`src/rtl/ideWinPkg.sv`:
```
package ideWinPkg;
  typedef struct packed {
    logic       portRd;
    logic       portWr;
    logic       memRd;
    logic       memWr;
    logic       idRd;
    logic       baseLd;
    logic       dirHost;
    logic [3:0] regIdx;
  } winStrobeT;
endpackage

```
`src/rtl/ideWinCtrl.sv`:
```
module ideWinCtrl
  import ideWinPkg::*;
#(
  parameter int              ADDR_W     = 20,
  parameter int              DATA_W     = 8,
  parameter logic [9:0]      PORT_BASE  = 10'h300,
  parameter logic [19:0]     WIN_REGION = 20'hC0000
) (
  input  logic              clk,
  input  logic              rstN,
  input  logic [ADDR_W-1:0] addr,
  input  logic              iorN,
  input  logic              iowN,
  input  logic              memrN,
  input  logic              memwN,
  input  logic [DATA_W-1:0] baseReg,
  output winStrobeT         st
);
  localparam int WIN_SHIFT = 10;
  localparam int HI_W      = ADDR_W - WIN_SHIFT - DATA_W;
  localparam int CFG_IDX   = 15;

  logic       memSide;
  logic       portMatch;
  logic       winMatch;
  logic       idxCfg;
  logic [3:0] regIdx;

  // A19 steers each cycle to exactly one of the two decoders
  assign memSide   = addr[ADDR_W-1];
  assign portMatch = !memSide && (addr[9:5] == PORT_BASE[9:5]);
  assign winMatch  = memSide &&
                     (addr[ADDR_W-1 -: HI_W] == WIN_REGION[ADDR_W-1 -: HI_W]) &&
                     (addr[WIN_SHIFT +: DATA_W] == baseReg);
  assign regIdx    = addr[3:0];
  assign idxCfg    = (regIdx == 4'(CFG_IDX));

  always_comb begin
    st        = '0;
    st.regIdx = regIdx;
    // port reads come through the 00h block, port writes through the 10h block
    st.portRd = !iorN && portMatch && !addr[4] && !idxCfg;
    st.portWr = !iowN && portMatch &&  addr[4] && !idxCfg;
    st.idRd   = !iorN && portMatch && !addr[4] &&  idxCfg;
    st.baseLd = !iowN && portMatch && !addr[4] &&  idxCfg;
    // low address lines inside the window are ignored, A9 picks the half
    st.memRd  = !memrN && winMatch && !addr[9];
    st.memWr  = !memwN && winMatch &&  addr[9];
    // direction is known from the address before any strobe arrives
    if (winMatch)       st.dirHost = !addr[9];
    else if (portMatch) st.dirHost = !addr[4];
    else                st.dirHost = 1'b1;
  end

  logic portAny;
  logic memAny;
  assign portAny = st.portRd || st.portWr || st.idRd || st.baseLd;
  assign memAny  = st.memRd || st.memWr;

  p_excl_r6: assert property (@(posedge clk) disable iff (!rstN)
    !(portAny && memAny));

  p_dir_mem_r10: assert property (@(posedge clk) disable iff (!rstN)
    st.memWr |-> !st.dirHost);
endmodule

```
`src/rtl/ideWinDp.sv`:
```
module ideWinDp
  import ideWinPkg::*;
#(
  parameter int              DATA_W   = 8,
  parameter logic [7:0]      BASE_RST = 8'h60,
  parameter logic [7:0]      DEV_ID   = 8'hA7
) (
  input  logic              clk,
  input  logic              rstN,
  input  winStrobeT         st,
  input  logic [DATA_W-1:0] hostDin,
  output logic [DATA_W-1:0] baseReg,
  output logic [DATA_W-1:0] hostDout,
  output logic              hostDoe,
  output logic              ideCs0N,
  output logic              ideCs1N,
  output logic [2:0]        ideDa,
  output logic              ideRdN,
  output logic              ideWrN,
  output logic              dataSel,
  output logic              dirToHost
);
  logic portAcc;
  logic memAcc;
  logic pastOk;

  assign portAcc = st.portRd || st.portWr;
  assign memAcc  = st.memRd || st.memWr;

  always_ff @(posedge clk) begin
    if (!rstN)          baseReg <= DATA_W'(BASE_RST);
    else if (st.baseLd) baseReg <= hostDin;
  end

  always_ff @(posedge clk) pastOk <= rstN;

  assign ideRdN    = !(st.portRd || st.memRd);
  assign ideWrN    = !(st.portWr || st.memWr);
  assign ideCs0N   = !(memAcc || (portAcc && !st.regIdx[3]));
  assign ideCs1N   = !(portAcc && st.regIdx[3]);
  // window transfers pin the register lines to the data register
  assign ideDa     = portAcc ? st.regIdx[2:0] : 3'b000;
  assign dataSel   = memAcc || (portAcc && (st.regIdx == 4'd0));
  assign dirToHost = st.dirHost;
  assign hostDoe   = st.idRd;
  assign hostDout  = st.idRd ? DATA_W'(DEV_ID) : '0;

  p_cs_onehot_r2: assert property (@(posedge clk) disable iff (!rstN)
    $onehot0({!ideCs0N, !ideCs1N}));

  p_id_quiet_r7: assert property (@(posedge clk) disable iff (!rstN)
    st.idRd |-> (ideRdN && ideWrN && ideCs0N && ideCs1N));

  p_mem_da_r4: assert property (@(posedge clk) disable iff (!rstN)
    (st.memRd || st.memWr) |-> (ideDa == 3'b000 && !ideCs0N));

  p_base_load_r8: assert property (@(posedge clk) disable iff (!rstN)
    (pastOk && $past(st.baseLd)) |-> (baseReg == $past(hostDin)));

  p_base_hold_r8: assert property (@(posedge clk) disable iff (!rstN)
    (pastOk && !$past(st.baseLd)) |-> $stable(baseReg));
endmodule

```
`src/rtl/ideWinDecoder.sv`:
```
module ideWinDecoder
  import ideWinPkg::*;
#(
  parameter int          ADDR_W     = 20,
  parameter int          DATA_W     = 8,
  parameter logic [9:0]  PORT_BASE  = 10'h300,
  parameter logic [19:0] WIN_REGION = 20'hC0000,
  parameter logic [7:0]  BASE_RST   = 8'h60,
  parameter logic [7:0]  DEV_ID     = 8'hA7
) (
  input  logic              clk,
  input  logic              rstN,
  input  logic [ADDR_W-1:0] addr,
  input  logic              iorN,
  input  logic              iowN,
  input  logic              memrN,
  input  logic              memwN,
  input  logic [DATA_W-1:0] hostDin,
  output logic [DATA_W-1:0] hostDout,
  output logic              hostDoe,
  output logic              ideCs0N,
  output logic              ideCs1N,
  output logic [2:0]        ideDa,
  output logic              ideRdN,
  output logic              ideWrN,
  output logic              dataSel,
  output logic              dirToHost
);
  winStrobeT         st;
  logic [DATA_W-1:0] baseReg;

  ideWinCtrl #(
    .ADDR_W(ADDR_W), .DATA_W(DATA_W),
    .PORT_BASE(PORT_BASE), .WIN_REGION(WIN_REGION)
  ) ctrl_i (
    .clk(clk), .rstN(rstN), .addr(addr),
    .iorN(iorN), .iowN(iowN), .memrN(memrN), .memwN(memwN),
    .baseReg(baseReg), .st(st)
  );

  ideWinDp #(
    .DATA_W(DATA_W), .BASE_RST(BASE_RST), .DEV_ID(DEV_ID)
  ) dp_i (
    .clk(clk), .rstN(rstN), .st(st), .hostDin(hostDin),
    .baseReg(baseReg), .hostDout(hostDout), .hostDoe(hostDoe),
    .ideCs0N(ideCs0N), .ideCs1N(ideCs1N), .ideDa(ideDa),
    .ideRdN(ideRdN), .ideWrN(ideWrN), .dataSel(dataSel),
    .dirToHost(dirToHost)
  );
endmodule

```
`config.mk`:
```
export PLATFORM = sky130hd
export DESIGN_NAME = ideWinDecoder
export DESIGN_NICKNAME = d
export VERILOG_FILES = /design/src/rtl/ideWinPkg.sv /design/src/rtl/ideWinCtrl.sv /design/src/rtl/ideWinDp.sv /design/src/rtl/ideWinDecoder.sv
export SDC_FILE = /design/constraint.sdc
export NUM_CORES = 1
export LEC_CHECK = 0
export ABC_AREA = 1
export BUFFER_PORTS_ARGS = -buffer_cell sky130_fd_sc_hd__buf_4
export CORE_MARGIN = 2
export CORE_UTILIZATION = 40
export DETAILED_ROUTE_END_ITERATION = 7
export GPL_TIMING_DRIVEN = 1
export PLACE_DENSITY = 0.86
export SETUP_SLACK_MARGIN = 0.02
export SLEW_MARGIN = 10
export SYNTH_ARGS = -nofsm -noshare
export SYNTH_HDL_FRONTEND = slang
export SYNTH_SLANG_ARGS = --single-unit
```
`constraint.sdc`:
```
create_clock -name clk -period 2.5 [get_ports clk]
set_clock_uncertainty 0.15 [all_clocks]
set_input_delay 0.125 -clock clk [delete_from_list [all_inputs] [get_ports clk]]
set_output_delay 0.125 -clock clk [all_outputs]
set_load 0.05 [all_outputs]
```
Word-level counts from Yosys, hierarchy flattened
Index checks and enable logic that the tools add are counted.
- $add $sub $neg: 0
- multiply operators: 0
- divide/modulo/power cells: 0
- magnitude comparators: 0
- equality and inequality tests: 4
- shift operators: 0
- multiplexer cells: 4
- bitwise logic cells: 0
- reduce and logical (&&, ||, !) cells: 39
- operator list (kind ; count):
    logical AND 1 bit ; 19
    zero test 1 bit ; 13
    == test 8 bit ; 1
    2-to-1 mux 8 bit ; 1
    logical OR 1 bit ; 6
    == test 5 bit (second input constant) ; 1
    == test 4 bit (second input constant) ; 1
    zero test 4 bit ; 1
    2-to-1 mux 3 bit ; 1
    == test 2 bit (second input constant) ; 1
    2-to-1 mux 1 bit ; 2
- flip-flop bits (word level): 8
- latch bits: 0
- bits in writable memories: 0
- ROM bits: 0
- input port bits: 34
- output and inout port bits: 18
- word-level logic and storage cells: 48
- memories kept: 0

Depth between registers and ports, before layout
- word-level depth: 9
- mapped depth: 9
- mapped depth without buffers: 9

Cells and area by module
A second synthesis with hierarchy kept.
- cells, all modules: 130
- area total of the unflattened synthesis: 724.4 um^2
- by module, submodules not included (module ; times used ; cells an instance ; area each (um^2) ; seq. area each (um^2)):
    ideWinDp ; 1 ; 64 ; 422.9 ; 160.2
    ideWinCtrl ; 1 ; 66 ; 301.5 ; 0.0

Worst setup path after synthesis
Ideal clock, no wire load.
- kind: in2out
- start: input addr[6]
- end: output hostDout[0]
- arrival: 2.195 ns
- data required time: 2.225 ns
- setup slack: 0.030 ns
- stages: 6
- buffers on the path: 1
- cell sequence: nor2_2 -> nand3_2 -> nor2_4 -> nand2_1 -> nor3_1 -> buf_4
- longest elaborated chain between the ends: 6
- ends and longest elaborated chain (what ; RTL line ; RTL):
    start, declared ; ideWinDecoder.sv:13 ; input logic [ADDR_W-1:0] addr,
    == test 5 bit ; ideWinCtrl.sv:31 ; assign portMatch = !memSide && (addr[9:5] == PORT_BASE[9:5]);
    logical AND 1 bit ; ideWinCtrl.sv:31 ;
    logical AND 1 bit (3 in series) ; ideWinCtrl.sv:44 ; st.idRd = !iorN && portMatch && !addr[4] && idxCfg;
    via hostDoe ; ideWinDecoder.sv:20 ; output logic hostDoe,
    2-to-1 mux 8 bit ; ideWinDp.sv:46 ; assign hostDout = st.idRd ? DATA_W'(DEV_ID) : '0;
    end, declared ; ideWinDecoder.sv:19 ; output logic [DATA_W-1:0] hostDout,
The timed path passes the listed nets, and every way through them passes these cells.

Final worst setup path
- start: register dp_i.baseReg[6]
- end: output dirToHost
- longest elaborated chain between the ends: 3
- ends and longest elaborated chain (what ; RTL line ; RTL):
    start, declared ; ideWinDp.sv:12 ; output logic [DATA_W-1:0] baseReg,
    start signal, assigned ; ideWinDp.sv:31 ; if (!rstN) baseReg <= DATA_W'(BASE_RST);
    start signal, assigned ; ideWinDp.sv:32 ; else if (st.baseLd) baseReg <= hostDin;
    == test 8 bit ; ideWinCtrl.sv:34 ; (addr[WIN_SHIFT +: DATA_W] == baseReg);
    logical AND 1 bit ; ideWinCtrl.sv:33 ; (addr[ADDR_W-1 -: HI_W] == WIN_REGION[ADDR_W-1 -: HI_W]) &&
    2-to-1 mux 1 bit ; ideWinCtrl.sv:50 ; if (winMatch) st.dirHost = !addr[9];
    end, declared ; ideWinDecoder.sv:27 ; output logic dirToHost
Every way passes these cells.

==> metrics <==
initial antenna violation count 0; via/cell ratio 4.508; Rows 15; setup slack, reg-to-reg 1180 ps; Final nets 210; Pins Over Slew Limit 0; critical path launch point type register; Mapped Avg Cell Area 6.041 um^2; 1st-pass router iterations 4; WHS Path Cells 3; Pwr Density 274.5 mW/mm^2; Crit Path Class reg2out; Seq/Total Area, Yosys 0.2173; layout cell share with drive strength beyond 1 0.3621; via count 897; port bufs 48; Remaining Overflow, GRT 0; root buf cell clkbuf_4; slowest CP cell dfxtp_1; Worst-Margin Slew 533.6 ps; antenna cells 0; area of the core 0.001727 mm^2; LEAKAGE 0.6166 nW; Largest stage delay, worst path 330 ps; Worst setup EP type output pin; buffers plus inverters on the worst setup path 2; max cap viols 0; Largest register FFs 8; routability cong. 0.7418; peak supply drop 0.2572 mV; Biggest register dp_i.baseReg; number of global-route vias before repair 786; Die Ht 46.93 um; Synth Cell Area 737.0 um^2; clk sink count 8; Inserted Clock Buffers 3; WP data arrival 1560 ps; worst-path fanout max 3; Setup TNS Final 0 ps; Iter 0 DRT Violations 15; Hold Fails Final Rpt 0; Clock Latency Late Sink 260 ps; Reg2Reg Capture Point dp_i.baseReg[6]$_SDFFE_PN1P_; DPL Wire Length 1521 um; GRT Total Usage 0.1809; Worst-path clk slew 50 ps; fin crit share 0.7321; CP cell instances inv_1 -> nand2_1 -> nand2_1 -> nor2_1 -> nand2_1 -> nor2_1 -> nand2_1 -> o21ai_0 -> buf_4; wire per inst 9.246 um; max frequency 0.5464 GHz; RSZ-0062 raised after global routing false; Max Root-Sink Buffers 2; footprint of the multi-input gates 406.6 um^2; commonest non-fill, non-tap cell in the layout buf_4; Worst R2R Start dp_i.baseReg[6]$_SDFFE_PN1P_; outcome complete, no violations; Min-Delay Path Class in2reg; most frequent cells in the layout buf_4 (48), inv_1 (28), nand2_1 (27), nor2_1 (13), o21ai_0 (9); DIE WIDTH 46.93 um; Min Hold Slack 1.472 ps; Final Setup Violations 0; hold wc startpoint hostDin[2]; CTS tree done; pin count of the biggest net entering global routing 11; top flop regs dp_i.baseReg: 8 flops; min cycle time layout 1830 ps; Syn Inst Count 122; hold path endpoint dp_i.baseReg[2]$_SDFFE_PN0P_; Slew HR 0.6415; CP delay by family, top simple AND/OR/NAND/NOR gates; #FFs+latches synth 8; Crit path top cell by count nand2_1; drt total wl 1840 um; Synthesis Warnings 0; Distinct cells, synth 22; Reg2Reg Depth 3; die area 0.002202 mm^2; H-Tree Depth 1; Area growth syn-to-layout 58.57%; Layout fillers 159; # DRC 0; worst path required time 2230 ps; Detail Route Antenna Nets 0; final design utilization 0.6768; register area 160.2 um^2; IO Count 52; first-pass GRT wire length 2842 um; Initial Util 0.4268
[timing repair]
item,in CTS,in global routing
gates resized for setup,0,0
buffers inserted,0,0
hold endpoints to repair,5,0
hold buffers,7,0
[layout make-up]
cell class | count | area share
Multi-Input combinational cell | 78 | 0.3480
Clock buffer | 3 | 0.01927
Tap cell | 25 | 0.02677
Inverter | 30 | 0.1006
Timing Repair Buffer | 55 | 0.3683
Sequential cell | 8 | 0.1370
[Yosys cell counts (all sizes together)]
master | number | area [um^2]
nor3 | 1 | 5.000
nand4 | 4 | 40.04
conb | 1 | 3.750
dfxtp | 8 | 160.2
o211ai | 2 | 15.01
clkinv | 1 | 8.760
nand3 | 5 | 42.54
nor4 | 1 | 6.260
xnor2 | 2 | 17.52
a21oi | 4 | 20.02
nor2 | 19 | 96.34
nand2 | 28 | 107.6
inv | 29 | 108.9
buf | 8 | 60.06
o21ai | 9 | 45.04
[worst max-delay path by stage]
stage                                 startpoint           to  slack, ps  cells after the start
finish              dp_i.baseReg[6]$_SDFFE_PN1P_    dirToHost        670                      9
global route        dp_i.baseReg[6]$_SDFFE_PN1P_    dirToHost        490                      9
CTS                 dp_i.baseReg[6]$_SDFFE_PN1P_    dirToHost        640                      9
detailed placement                       addr[6]  hostDout[2]        840                      7
global placement                         addr[6]  hostDout[1]        900                      7
floorplan                                addr[6]  hostDout[0]         30                      6
[through the flow]
stage | instance area (um^2) | std cells | power (mW) | worst slack [ps]
3_5_place_dp | 1076 | 189 | 0.2154 | 836.2
5_1_grt | 1169 | 199 | 0.3350 | 486.3
3_3_place_gp | 1076 | 189 | 0.2134 | 901.8
6_report | 1169 | 199 | 0.3208 | 669.8
2_1_floorplan | 744.5 | 124 | 0.1676 | 30.08
4_1_cts | 1169 | 199 | 0.3214 | 640.9
[routing by layer]
metal | global-route usage | vias to the layer above | wire length (um)
met3 | 0.03077 | 3 | 195
met1 | 0.1713 | 386 | 686
li1 | - | 463 | -
met4 | 0.08333 | 0 | 28
met5 | 0 | - | 0
met2 | 0.3671 | 45 | 930
[tightest hold or removal path, delay by kind of cell]
family,cells,cell delay [ps]
AO/OA/AOI/OAI,1,70
buffers and inverters,1,70
AND/OR/NAND/NOR,1,100
[power by group]
group / total, mW / internal [mW] / leakage, nW / switching (mW)
sequential: 0.128 / 0.128 / 0.0645 / 0.0000249
combinational: 0.0912 / 0.0479 / 0.538 / 0.0434
clock: 0.102 / 0.0551 / 0.0138 / 0.0468
[cell families after synthesis]
kind of cell / after synthesis / share of synthesized area
AOI/OAI and AO/OA: 15 / 0.1086
DFF: 8 / 0.2173
xor gates and xnor gates: 2 / 0.02377
other: 1 / 0.005088
buffers and inverters: 38 / 0.2411
and+or+nand+nor: 58 / 0.4041
Power figures use the tool's default switching activity.
